==> src/rtl/wdt_pkg.sv <==
package wdt_pkg;

    // Register bit positions; software decodes these.
    localparam int SVC_BIT   = 0;
    localparam int CODE_LSB  = 1;
    localparam int CODE_MSB  = 5;
    localparam int CAUSE_BIT = 6;
    localparam int GATE_BIT  = 7;

    localparam int CODE_W = CODE_MSB - CODE_LSB + 1;

    // Pattern that stops the timer.
    localparam logic [CODE_W-1:0] OFF_CODE = 5'b10101;
    localparam logic              OFF_GATE = 1'b0;

    typedef struct packed {
        logic              gate;
        logic              cause;
        logic [CODE_W-1:0] code;
    } wdt_fields_t;

    localparam wdt_fields_t FIELDS_RST = '{gate: 1'b1, cause: 1'b0, code: '0};

endpackage

==> src/rtl/wdt_tick_counter.sv <==
module wdt_tick_counter #(
    parameter int TICKS = 128
) (
    input  logic clk,
    input  logic por_n,
    input  logic tick_ok,
    input  logic service,
    input  logic enabled,
    output logic expire,
    output logic req_q
);
    localparam int CNT_W = (TICKS > 2) ? $clog2(TICKS) : 1;
    localparam logic [CNT_W-1:0] LAST = CNT_W'(TICKS - 1);

    typedef struct packed {
        logic [CNT_W-1:0] cnt;
        logic             req;
    } cnt_state_t;

    cnt_state_t st_d, st_q;

    always_comb begin
        st_d     = st_q;
        st_d.req = 1'b0;
        expire   = 1'b0;
        if (!enabled || service) begin
            st_d.cnt = '0;
        end else if (tick_ok) begin
            if (st_q.cnt == LAST) begin
                st_d.cnt = '0;
                expire   = 1'b1;
            end else begin
                st_d.cnt = st_q.cnt + 1'b1;
            end
        end
        st_d.req = expire;
    end

    always_ff @(posedge clk or negedge por_n) begin
        if (!por_n) begin
            st_q <= '0;
        end else begin
            st_q <= st_d;
        end
    end

    assign req_q = st_q.req;

endmodule

==> src/rtl/wdt_ctrl_reg.sv <==
module wdt_ctrl_reg
    import wdt_pkg::*;
(
    input  logic       clk,
    input  logic       por_n,
    input  logic       wr_en,
    input  logic [7:0] wr_data,
    input  logic       expire,
    output logic       service,
    output logic       enabled,
    output logic [7:0] rd_data
);
    wdt_fields_t f_d, f_q;

    always_comb begin
        f_d = f_q;
        if (wr_en) begin
            f_d.gate = wr_data[GATE_BIT];
            f_d.code = wr_data[CODE_MSB:CODE_LSB];
            if (wr_data[CAUSE_BIT]) begin
                f_d.cause = 1'b0;
            end
        end
        // A timeout overrides a same-cycle write.
        if (expire) begin
            f_d.gate  = FIELDS_RST.gate;
            f_d.code  = FIELDS_RST.code;
            f_d.cause = 1'b1;
        end
    end

    always_ff @(posedge clk or negedge por_n) begin
        if (!por_n) begin
            f_q <= FIELDS_RST;
        end else begin
            f_q <= f_d;
        end
    end

    assign service = wr_en & wr_data[SVC_BIT];
    assign enabled = !((f_q.code == OFF_CODE) && (f_q.gate == OFF_GATE));

    always_comb begin
        rd_data                     = '0;
        rd_data[GATE_BIT]           = f_q.gate;
        rd_data[CAUSE_BIT]          = f_q.cause;
        rd_data[CODE_MSB:CODE_LSB]  = f_q.code;
        rd_data[SVC_BIT]            = 1'b0;
    end

endmodule

==> src/rtl/sof_watchdog.sv <==
module sof_watchdog #(
    parameter int TICKS = 128
) (
    input  logic       clk,
    input  logic       por_n,
    input  logic       bus_attached,
    input  logic       frame_tick,
    input  logic       reg_wr_en,
    input  logic [7:0] reg_wr_data,
    output logic       wdt_rst_req,
    output logic [7:0] reg_rd_data
);
    logic tick_ok;
    logic service;
    logic enabled;
    logic expire;

    assign tick_ok = bus_attached & frame_tick;

    wdt_ctrl_reg u_reg (
        .clk     (clk),
        .por_n   (por_n),
        .wr_en   (reg_wr_en),
        .wr_data (reg_wr_data),
        .expire  (expire),
        .service (service),
        .enabled (enabled),
        .rd_data (reg_rd_data)
    );

    wdt_tick_counter #(.TICKS(TICKS)) u_cnt (
        .clk     (clk),
        .por_n   (por_n),
        .tick_ok (tick_ok),
        .service (service),
        .enabled (enabled),
        .expire  (expire),
        .req_q   (wdt_rst_req)
    );

endmodule

==> config.mk <==
export PLATFORM = sky130hd
export DESIGN_NAME = sof_watchdog
export DESIGN_NICKNAME = d
export VERILOG_FILES = /design/src/rtl/wdt_pkg.sv /design/src/rtl/wdt_tick_counter.sv /design/src/rtl/wdt_ctrl_reg.sv /design/src/rtl/sof_watchdog.sv
export SDC_FILE = /design/constraint.sdc
export NUM_CORES = 1
export LEC_CHECK = 0
export ABC_AREA = 1
export CAP_MARGIN = 20
export CORE_MARGIN = 3
export CORE_UTILIZATION = 49
export DETAILED_ROUTE_END_ITERATION = 12
export PLACE_DENSITY = 0.81
export SLEW_MARGIN = 20
export SYNTH_ARGS = -nofsm -noshare
export SYNTH_HDL_FRONTEND = slang
export SYNTH_HIERARCHICAL = 1
export SYNTH_SLANG_ARGS = --single-unit
export TNS_END_PERCENT = 100
==> constraint.sdc <==
create_clock -name clk -period 4.71 [get_ports clk]
set_input_delay 1.1775 -clock clk [delete_from_list [all_inputs] [get_ports clk]]
set_output_delay 1.1775 -clock clk [all_outputs]
set_load 0.03 [all_outputs]
==> reports/results.tsv, run 1 <==
metric	value	unit
cp.arrival	1.51	ns
first_global_vias	646	
finalWirelength	1530	um
worstPathCellList	clkdlybuf4s50_1	
ctsHoldBuffers	0	
grt_first_pass_wirelength	2650	um
cts_tree	built	
io_pins	22	
clkTransAtPathRegs	0.09	ns
fin_worst_skew	0.0117	ns
crit_start	u_reg/rd_data[7]$_DFFE_PN1P_	
hold_class	flip-flop to flip-flop	
path_class	flip-flop to primary output	
drtPass1Iterations	4	
dp_hpwl	1240	um
vias	689	
areaGrowthSynthToFinish	28.2	%
first_iter_violations	9	
ys_seq_area_share	46.6	%
fill_cells	136	
routedWlPerCell	10.8	um
synth_edf_count	0	
reg2reg_from	u_cnt/st_q[1]$_DFFE_PN0P_	
timing.hold.ws	0.490	ns
rsz0062_at_grt	no	
synth-seq-cells	15	
gp_congestion	0.825	
power_density	259	mW/mm^2
synthCells	104	
worst_pin_slew	0.633	ns
post_cts_buffers	0	
core	0.00152	sq mm
worst_slack	2.02	ns
placed_cells	138	
finalSetupViolations	0	
cts.sinks	15	
max_freq	372	MHz
synthesis.nets	118	
start_kind	flip-flop	
cts_buffers	3	
tns	0	ns
period_minus_slack	2.69	ns
drv_slew	0	
core.rowCount	14	
ir_drop	0.133	mV
slowest_stage	clkdlybuf4s50_1	
initial_core_util	53.0	%
crit_required	3.53	ns
dp_slack	1.75	ns
final_cell_count_no_fill	142	
leakage	0.000524	uW
layout.nets	141	
grtUsageTotal	17.0	%
path_max_fanout	3	
max_cap_violations	0	
antenna_found_initial	0	
synth.avg_cell_area	7.77	sq um
cts-resized-gates	0	
diodes	0	
synth_area	808	sq um
multiInputGateArea	353	sq um
critPathTopFamily	buffers and inverters	
hold_viol	0	
die_area	0.00217	sq mm
synth-async-reset-ratio	100	%
final.period_utilization	57.1	%
drc	0	
die_y	46.6	um
h-tree-depth	1	
ff_latch_area	377	sq um
path_buf_inv	1	
status	completed	
cts_buffer_depth	2	
hold_start	u_reg/rd_data[7]$_DFFE_PN1P_	
cts_root_buf	clkbuf_4	
endpoint_kind	primary output	
ant_nets	0	
ys_types	19	
slew_headroom	57.7	%
port_buffers	20	
overflow	0	
drive_gt1_share	10.3	%
routed_via_density	4.85	
slowest_delay	0.68	ns
grt_max_degree	16	
die_w	46.6	um
yosys_warnings	6	
synth_ff_type	dfrtp_1	
worstSkewPairLatency	0.27	ns
sequential cells by signal, summed over array words and instances (netlist names):
register,cells
u_cnt/st_q,7
u_cnt/req_q,1
u_reg/rd_data,7
cell usage after synthesis (2+ instances only):
cell type	n	area (sq um)
nand3_1	15	75.1
nand2_1	33	124
a21oi_1	3	15.0
nor2_1	9	33.8
inv_1	14	52.6
inv_2	2	7.51
nor2_4	3	33.8
dfrtp_1	14	350
placed cells by master, fill, tap and decap left out, types with 2 or more instances in the layout:
master / count
nor2_1: 9
nor2_4: 3
clkbuf_4: 3
nand3_1: 15
clkdlybuf4s50_1: 20
a21oi_1: 3
dfrtp_1: 14
nand2_1: 33
inv_1: 14
inv_2: 2
layout make-up:
cell class                 instances  area share [%]
sequential                        15            36.4
inverter                          16            5.80
clock buffer                       4            2.54
timing repair buffer              20            19.3
multi-input combinational         71            34.1
tap                               16            1.93
worst paths after layout:
kind / end / slack (ns) / depth (start not counted)
min: u_reg/rd_data[7]$_DFFE_PN1P_ / 0.49 / 2
min in group asynchronous: u_cnt/st_q[3]$_DFFE_PN0P_ / 1.29 / 1
max: reg_rd_data[7] / 2.02 / 1
max in group asynchronous: u_reg/rd_data[3]$_DFFE_PN0P_ / 3.00 / 1
min reg2reg: u_reg/rd_data[7]$_DFFE_PN1P_ / 0.49 / 2
max reg2reg: u_reg/rd_data[2]$_DFFE_PN0P_ / 2.99 / 8
logic make-up (layout without fill, tap and decap cells):
logic type,after synthesis,count (layout),synth area share (%)
other cells,1,1,0.464
mux,1,1,1.24
fa+ha+maj,1,1,1.55
simple gates,64,64,37.9
buf+inv,18,40,9.75
compound gates,4,4,2.48
flops,15,15,46.6
through the flow:
| stage | total power (uW) | utilization, % | instance area, sq um |
|---|---|---|---|
| 6_report | 268 | 68.0 | 1040 |
| 5_1_grt | 285 | 68.0 | 1040 |
| 4_1_cts | 271 | 68.0 | 1040 |
| 3_5_place_dp | 201 | 66.3 | 1010 |
| 3_3_place_gp | 200 | 66.3 | 1010 |
| 2_1_floorplan | 176 | - | 808 |
per-layer routing:
metal  wire (um)  global-route usage [%]  up-vias
met1         678                    21.2      311
li1            -                       -      361
met3          90                    5.86        2
met5           0                       0        -
met4          10                    5.52        0
met2         749                    27.5       15
power breakdown:
part           internal [uW]  switching (uW)
sequential               137            6.37
clock                   32.7            37.5
combinational           24.7            30.2
total                    194            74.1
worst reg2reg max path, stage by stage (launching register included):
cell and delay, ns:
dfrtp_1 0.40, ha_1 0.18, nand2_1 0.12, nor2_4 0.14, nand2_1 0.11, nor3_2 0.31, inv_1 0.18, nand3_1 0.11
nand2_1 0.06
Note: power is estimated with default switching activity, not from simulation.
==> run 2, diff against run 1 <==
--- a/config.mk
+++ b/config.mk
@@ -8,9 +8,9 @@
 export ABC_AREA = 1
 export CAP_MARGIN = 20
 export CORE_MARGIN = 3
-export CORE_UTILIZATION = 49
+export CORE_UTILIZATION = 46
 export DETAILED_ROUTE_END_ITERATION = 12
-export PLACE_DENSITY = 0.81
+export PLACE_DENSITY = 0.77
 export SLEW_MARGIN = 20
 export SYNTH_ARGS = -nofsm -noshare
 export SYNTH_HDL_FRONTEND = slang
==> constraint.sdc (replaced) <==
create_clock -name clk -period 2.72 [get_ports clk]
set_input_delay 0.68 -clock clk [delete_from_list [all_inputs] [get_ports clk]]
set_output_delay 0.68 -clock clk [all_outputs]
set_load 0.03 [all_outputs]
==> reports/results.tsv, run 2 (synthesis gave the netlist of run 1 again) <==
metric	value	unit	change
routed_via_density	5.07		was 4.85
h-tree-depth	1		unchanged
layout.nets	142		was 141
path_class	flip-flop to primary output		unchanged
switchingPower	134	uW	was 74.1 uW
drv_slew	0		unchanged
placed_cells	139		was 138
grtUsageTotal	17.2	%	was 17.0%
cts-resized-gates	0		unchanged
status	completed		unchanged
first_global_vias	623		was 646
vias	725		was 689
slowest_delay	0.67	ns	was 0.68 ns
grt_max_degree	16		unchanged
diodes	0		unchanged
port_buffers	20		unchanged
final_cell_count_no_fill	143		was 142
finalSetupViolations	0		unchanged
final.period_utilization	80.6	%	
die_y	47.9	um	was 46.6 um
ant_nets	0		unchanged
fin_worst_skew	0.00160	ns	was 0.0117 ns
max_freq	456	MHz	
p_int	337	uW	was 194 uW
final_cell_mix	nand2_1, clkdlybuf4s50_1, nand3_1		unchanged
use_met3	5.26	%	was 5.86%
power_density	452	mW/mm^2	was 259 mW/mm^2
io_pins	22		unchanged
routedWlPerCell	12.0	um	was 10.8 um
tns	0	ns	unchanged
start_kind	flip-flop		unchanged
grt_first_pass_wirelength	2750	um	was 2650 um
drtPass1Iterations	4		unchanged
slew_headroom	55.8	%	was 57.7%
max_cap_violations	0		unchanged
post_cts_buffers	0		unchanged
die_w	47.9	um	was 46.6 um
path_max_fanout	3		unchanged
power_frac_comb	20.5	%	about the same
worst_pin_slew	0.660	ns	was 0.633 ns
crit_required	2.04	ns	was 3.53 ns
core.rowCount	14		unchanged
ctsHoldBuffers	0		unchanged
cts_root_buf	clkbuf_4		unchanged
drc	0		unchanged
cts_buffers	3		unchanged
grt_busiest_layer	met2		unchanged
leakage	0.000529	uW	was 0.000524 uW
worstSkewPairLatency	0.28	ns	was 0.27 ns
critPathTopFamily	buffers and inverters		unchanged
cts.sinks	15		unchanged
areaGrowthSynthToFinish	29.1	%	was 28.2%
endpoint_kind	primary output		unchanged
cts_tree	built		unchanged
post-route-util	66.2	%	was 68.0%
finalWirelength	1720	um	was 1530 um
pwr-share-clk	26.7	%	was 26.2%
final_common_cell	nand2_1		unchanged
dp_hpwl	1320	um	was 1240 um
antenna_found_initial	0		unchanged
fill_cells	152		was 136
timing.hold.ws	0.489	ns	was 0.490 ns
die_area	0.00230	sq mm	was 0.00217 sq mm
ir_drop	0.298	mV	was 0.133 mV
hold_viol	0		unchanged
initial_core_util	51.3	%	was 53.0%
met1_usage	20.2	%	was 21.2%
seqPwrFrac	52.8	%	was 53.4%
cts_buffer_depth	2		unchanged
grt_util_met2	29.3	%	was 27.5%
core	0.00158	sq mm	was 0.00152 sq mm
multiInputGateArea	353	sq um	unchanged
path_buf_inv	1		unchanged
first_iter_violations	16		was 9
rsz0062_at_grt	no		unchanged
period_minus_slack	2.19	ns	
hold_class	flip-flop to flip-flop		unchanged
overflow	0		unchanged
swShare	28.4	%	was 27.6%
clkTransAtPathRegs	0.09	ns	about the same
cp.arrival	1.51	ns	about the same
worstPathCellList	clkdlybuf4s50_1		unchanged
ff_latch_area	377	sq um	unchanged
slowest_stage	clkdlybuf4s50_1		unchanged
gp_congestion	0.822		was 0.825
drive_gt1_share	11.0	%	was 10.3%
==> run 2: changes by cell type in the layout (fill, tap and decap cells not counted) <==
cell	delta
buf_4	+1
==> run 2: path summary, 6_finish.rpt <==
check / startpoint / end / slack, ns / cells past startpoint
worst max-delay path: u_reg/rd_data[7]$_DFFE_PN1P_ / reg_rd_data[7] / 0.53 / 1
worst min-delay path: u_reg/rd_data[7]$_DFFE_PN1P_ / u_reg/rd_data[7]$_DFFE_PN1P_ / 0.49 / 2
max in group asynchronous: por_n / u_cnt/st_q[7]$_DFFE_PN0P_ / 1.50 / 1
worst min register to register: u_reg/rd_data[7]$_DFFE_PN1P_ / u_reg/rd_data[7]$_DFFE_PN1P_ / 0.49 / 2
worst max register to register: u_cnt/st_q[1]$_DFFE_PN0P_ / u_reg/rd_data[5]$_DFFE_PN0P_ / 1.04 / 8
min in group asynchronous: por_n / u_cnt/req_q$_DFF_PN0_ / 0.80 / 1
==> run 2: through the flow <==
step	setup WS, ns	total power, uW	cell area [sq um]
after floorplan	0.960	305	808
final	0.529	471	1040
after global routing	0.486	501	1040
after detailed placement	0.491	350	1020
after global placement	0.553	349	1020
after CTS	0.521	476	1040
==> run 2: area by class of cell <==
cell class | instances | area share (%)
flip-flops and latches | 15 | 36.1
repair buffers | 21 | 19.9
multi-input cells | 71 | 33.8
clock buffers | 4 | 2.52
well taps | 16 | 1.92
inverters | 16 | 5.76
==> run 2: per-layer routing <==
layer,wire length (um),share of wire (%)
met5,0,0
met4,15,0.87
met3,110,6.4
met2,840,49
met1,749,44
==> run 2: power groups by stage <==
stage / clock network, uW / logic (uW) / registers, uW
detailed placement: 0 / 97.0 / 253
finish: 126 / 96.5 / 249
global route: 145 / 106 / 251
floorplan: 0 / 38.5 / 267
global placement: 0 / 96.4 / 252
CTS: 129 / 97.6 / 249
==> run 3, diff against run 2 <==
--- a/config.mk
+++ b/config.mk
@@ -8,9 +8,9 @@
 export ABC_AREA = 1
 export CAP_MARGIN = 20
 export CORE_MARGIN = 3
-export CORE_UTILIZATION = 46
+export CORE_UTILIZATION = 41
 export DETAILED_ROUTE_END_ITERATION = 12
-export PLACE_DENSITY = 0.77
+export PLACE_DENSITY = 0.72
 export SLEW_MARGIN = 20
 export SYNTH_ARGS = -nofsm -noshare
 export SYNTH_HDL_FRONTEND = slang
==> constraint.sdc (replaced) <==
create_clock -name clk -period 1.85 [get_ports clk]
set_input_delay 0.4625 -clock clk [delete_from_list [all_inputs] [get_ports clk]]
set_output_delay 0.4625 -clock clk [all_outputs]
set_load 0.03 [all_outputs]
==> reports/results.tsv, run 3 (synthesis gave the netlist of run 1 again) <==
metric	value	unit	change
post-route-util	60.2	%	was 66.2%
clkTransAtPathRegs	0.09	ns	about the same
worst_slack	0.0483	ns	was 0.529 ns
seqPwrFrac	52.7	%	was 52.8%
start_kind	flip-flop		unchanged
fin_worst_skew	0.00543	ns	was 0.00160 ns
cts_root_buf	clkbuf_4		unchanged
drv_slew	0		unchanged
rsz0062_at_grt	no		unchanged
worstSkewPairLatency	0.28	ns	about the same
finalWirelength	1620	um	was 1720 um
cts_buffers	3		unchanged
core.rowCount	15		was 14
finalInstanceArea	0.00108	sq mm	was 0.00104 sq mm
dp_hpwl	1310	um	was 1320 um
die_area	0.00254	sq mm	was 0.00230 sq mm
routedWlPerCell	10.4	um	was 12.0 um
drive_gt1_share	13.8	%	was 11.0%
first_iter_violations	7		was 16
path_buf_inv	1		unchanged
slowest_delay	0.68	ns	was 0.67 ns
post_cts_buffers	0		unchanged
grtUsageTotal	14.4	%	was 17.2%
ctsHoldBuffers	0		unchanged
cp.arrival	1.34	ns	was 1.51 ns
drc	0		unchanged
h-tree-depth	1		unchanged
critPathTopFamily	buffers and inverters		unchanged
first_global_vias	679		was 623
die_y	50.4	um	was 47.9 um
p_int	493	uW	was 337 uW
power_frac_comb	20.6	%	was 20.5%
io_pins	22		unchanged
cts_tree	built		unchanged
vias	716		was 725
endpoint_kind	primary output		unchanged
routed_via_density	4.62		was 5.07
cts_buffer_depth	2		unchanged
gp_congestion	0.779		was 0.822
hold_viol	0		unchanged
grt_first_pass_wirelength	2770	um	was 2750 um
crit_required	1.39	ns	was 2.04 ns
path_max_fanout	3		unchanged
layout.nets	145		was 142
slowest_stage	clkdlybuf4s50_1		unchanged
timing.hold.ws	0.434	ns	was 0.489 ns
diodes	0		unchanged
max_cap_violations	0		unchanged
overflow	0		unchanged
ir_drop	0.413	mV	was 0.298 mV
areaGrowthSynthToFinish	34.2	%	was 29.1%
rrSetupSlack	0.34	ns	was 1.04 ns
placed_cell_area	0.00105	sq mm	was 0.00102 sq mm
switchingPower	198	uW	was 134 uW
initial_core_util	44.9	%	was 51.3%
leakage	0.000582	uW	was 0.000529 uW
period_minus_slack	1.80	ns	
core	0.00180	sq mm	was 0.00158 sq mm
drtPass1Iterations	4		unchanged
final_common_cell	nand2_1		unchanged
die_w	50.4	um	was 47.9 um
power_density	638	mW/mm^2	was 452 mW/mm^2
status	completed		unchanged
dp_slack	0.0181	ns	was 0.491 ns
path_class	flip-flop to primary output		unchanged
pwr-share-clk	26.7	%	about the same
final.period_utilization	97.4	%	
port_buffers	20		unchanged
ant_nets	0		unchanged
tns	0	ns	unchanged
antenna_found_initial	0		unchanged
cts.sinks	15		unchanged
grt_max_degree	10		was 16
final_cell_mix	nand2_1, clkdlybuf4s50_1, nand3_1		unchanged
swShare	28.7	%	was 28.4%
max_freq	555	MHz	
hold_class	input port to async pin		was flip-flop to flip-flop
worstPathCellList	clkdlybuf4s50_1		unchanged
finalSetupViolations	0		unchanged
-- run 3: worst paths after layout --
kind | depth (start not counted) | endpoint | startpoint
worst max-delay path | 1 | reg_rd_data[4] | u_reg/rd_data[4]$_DFFE_PN0P_
worst min-delay path | 1 | u_reg/rd_data[4]$_DFFE_PN0P_ | por_n
worst max register to register | 9 | u_reg/rd_data[3]$_DFFE_PN0P_ | u_cnt/st_q[1]$_DFFE_PN0P_
worst min register to register | 2 | u_reg/rd_data[6]$_DFFE_PN0P_ | u_reg/rd_data[6]$_DFFE_PN0P_
max in group asynchronous | 2 | u_cnt/st_q[3]$_DFFE_PN0P_ | por_n
min in group clk | 2 | u_reg/rd_data[6]$_DFFE_PN0P_ | u_reg/rd_data[6]$_DFFE_PN0P_
-- run 3: per-layer routing --
metal | up-vias | track usage, % | part of all wire [%]
li1 | 371 | - | -
met4 | 0 | 5.38 | 1.5
met5 | - | 0 | 0
met1 | 313 | 17.4 | 45
met3 | 4 | 3.56 | 5.6
met2 | 28 | 24.6 | 47
-- run 3: cell type report --
class	instances	area, sq um
multi-input combinational	71	353
clock buffer	3	22.5
inverter	16	60.1
timing repair buffer	24	236
tap	25	31.3
sequential	15	377
clock inverter	1	5.00
fill	175	717
-- run 3: power by group through the flow --
stage | Sequential (uW) | Clock [uW] | Combinational, uW
2_1_floorplan | 392 | 0 | 56.7
3_3_place_gp | 371 | 0 | 144
3_5_place_dp | 371 | 0 | 147
4_1_cts | 365 | 193 | 146
5_1_grt | 367 | 207 | 157
6_report | 364 | 185 | 143
-- run 3: timing repair --
item                                    CTS  global route
hold endpoints to repair                  0             0
endpoints found under the setup margin    1             3
gates resized for setup                   1             3
-- run 3: per-stage QoR --
stage	power [uW]	instances
global route	731	155
global placement	515	151
CTS	704	155
finish	692	155
floorplan	449	104
detailed placement	518	151
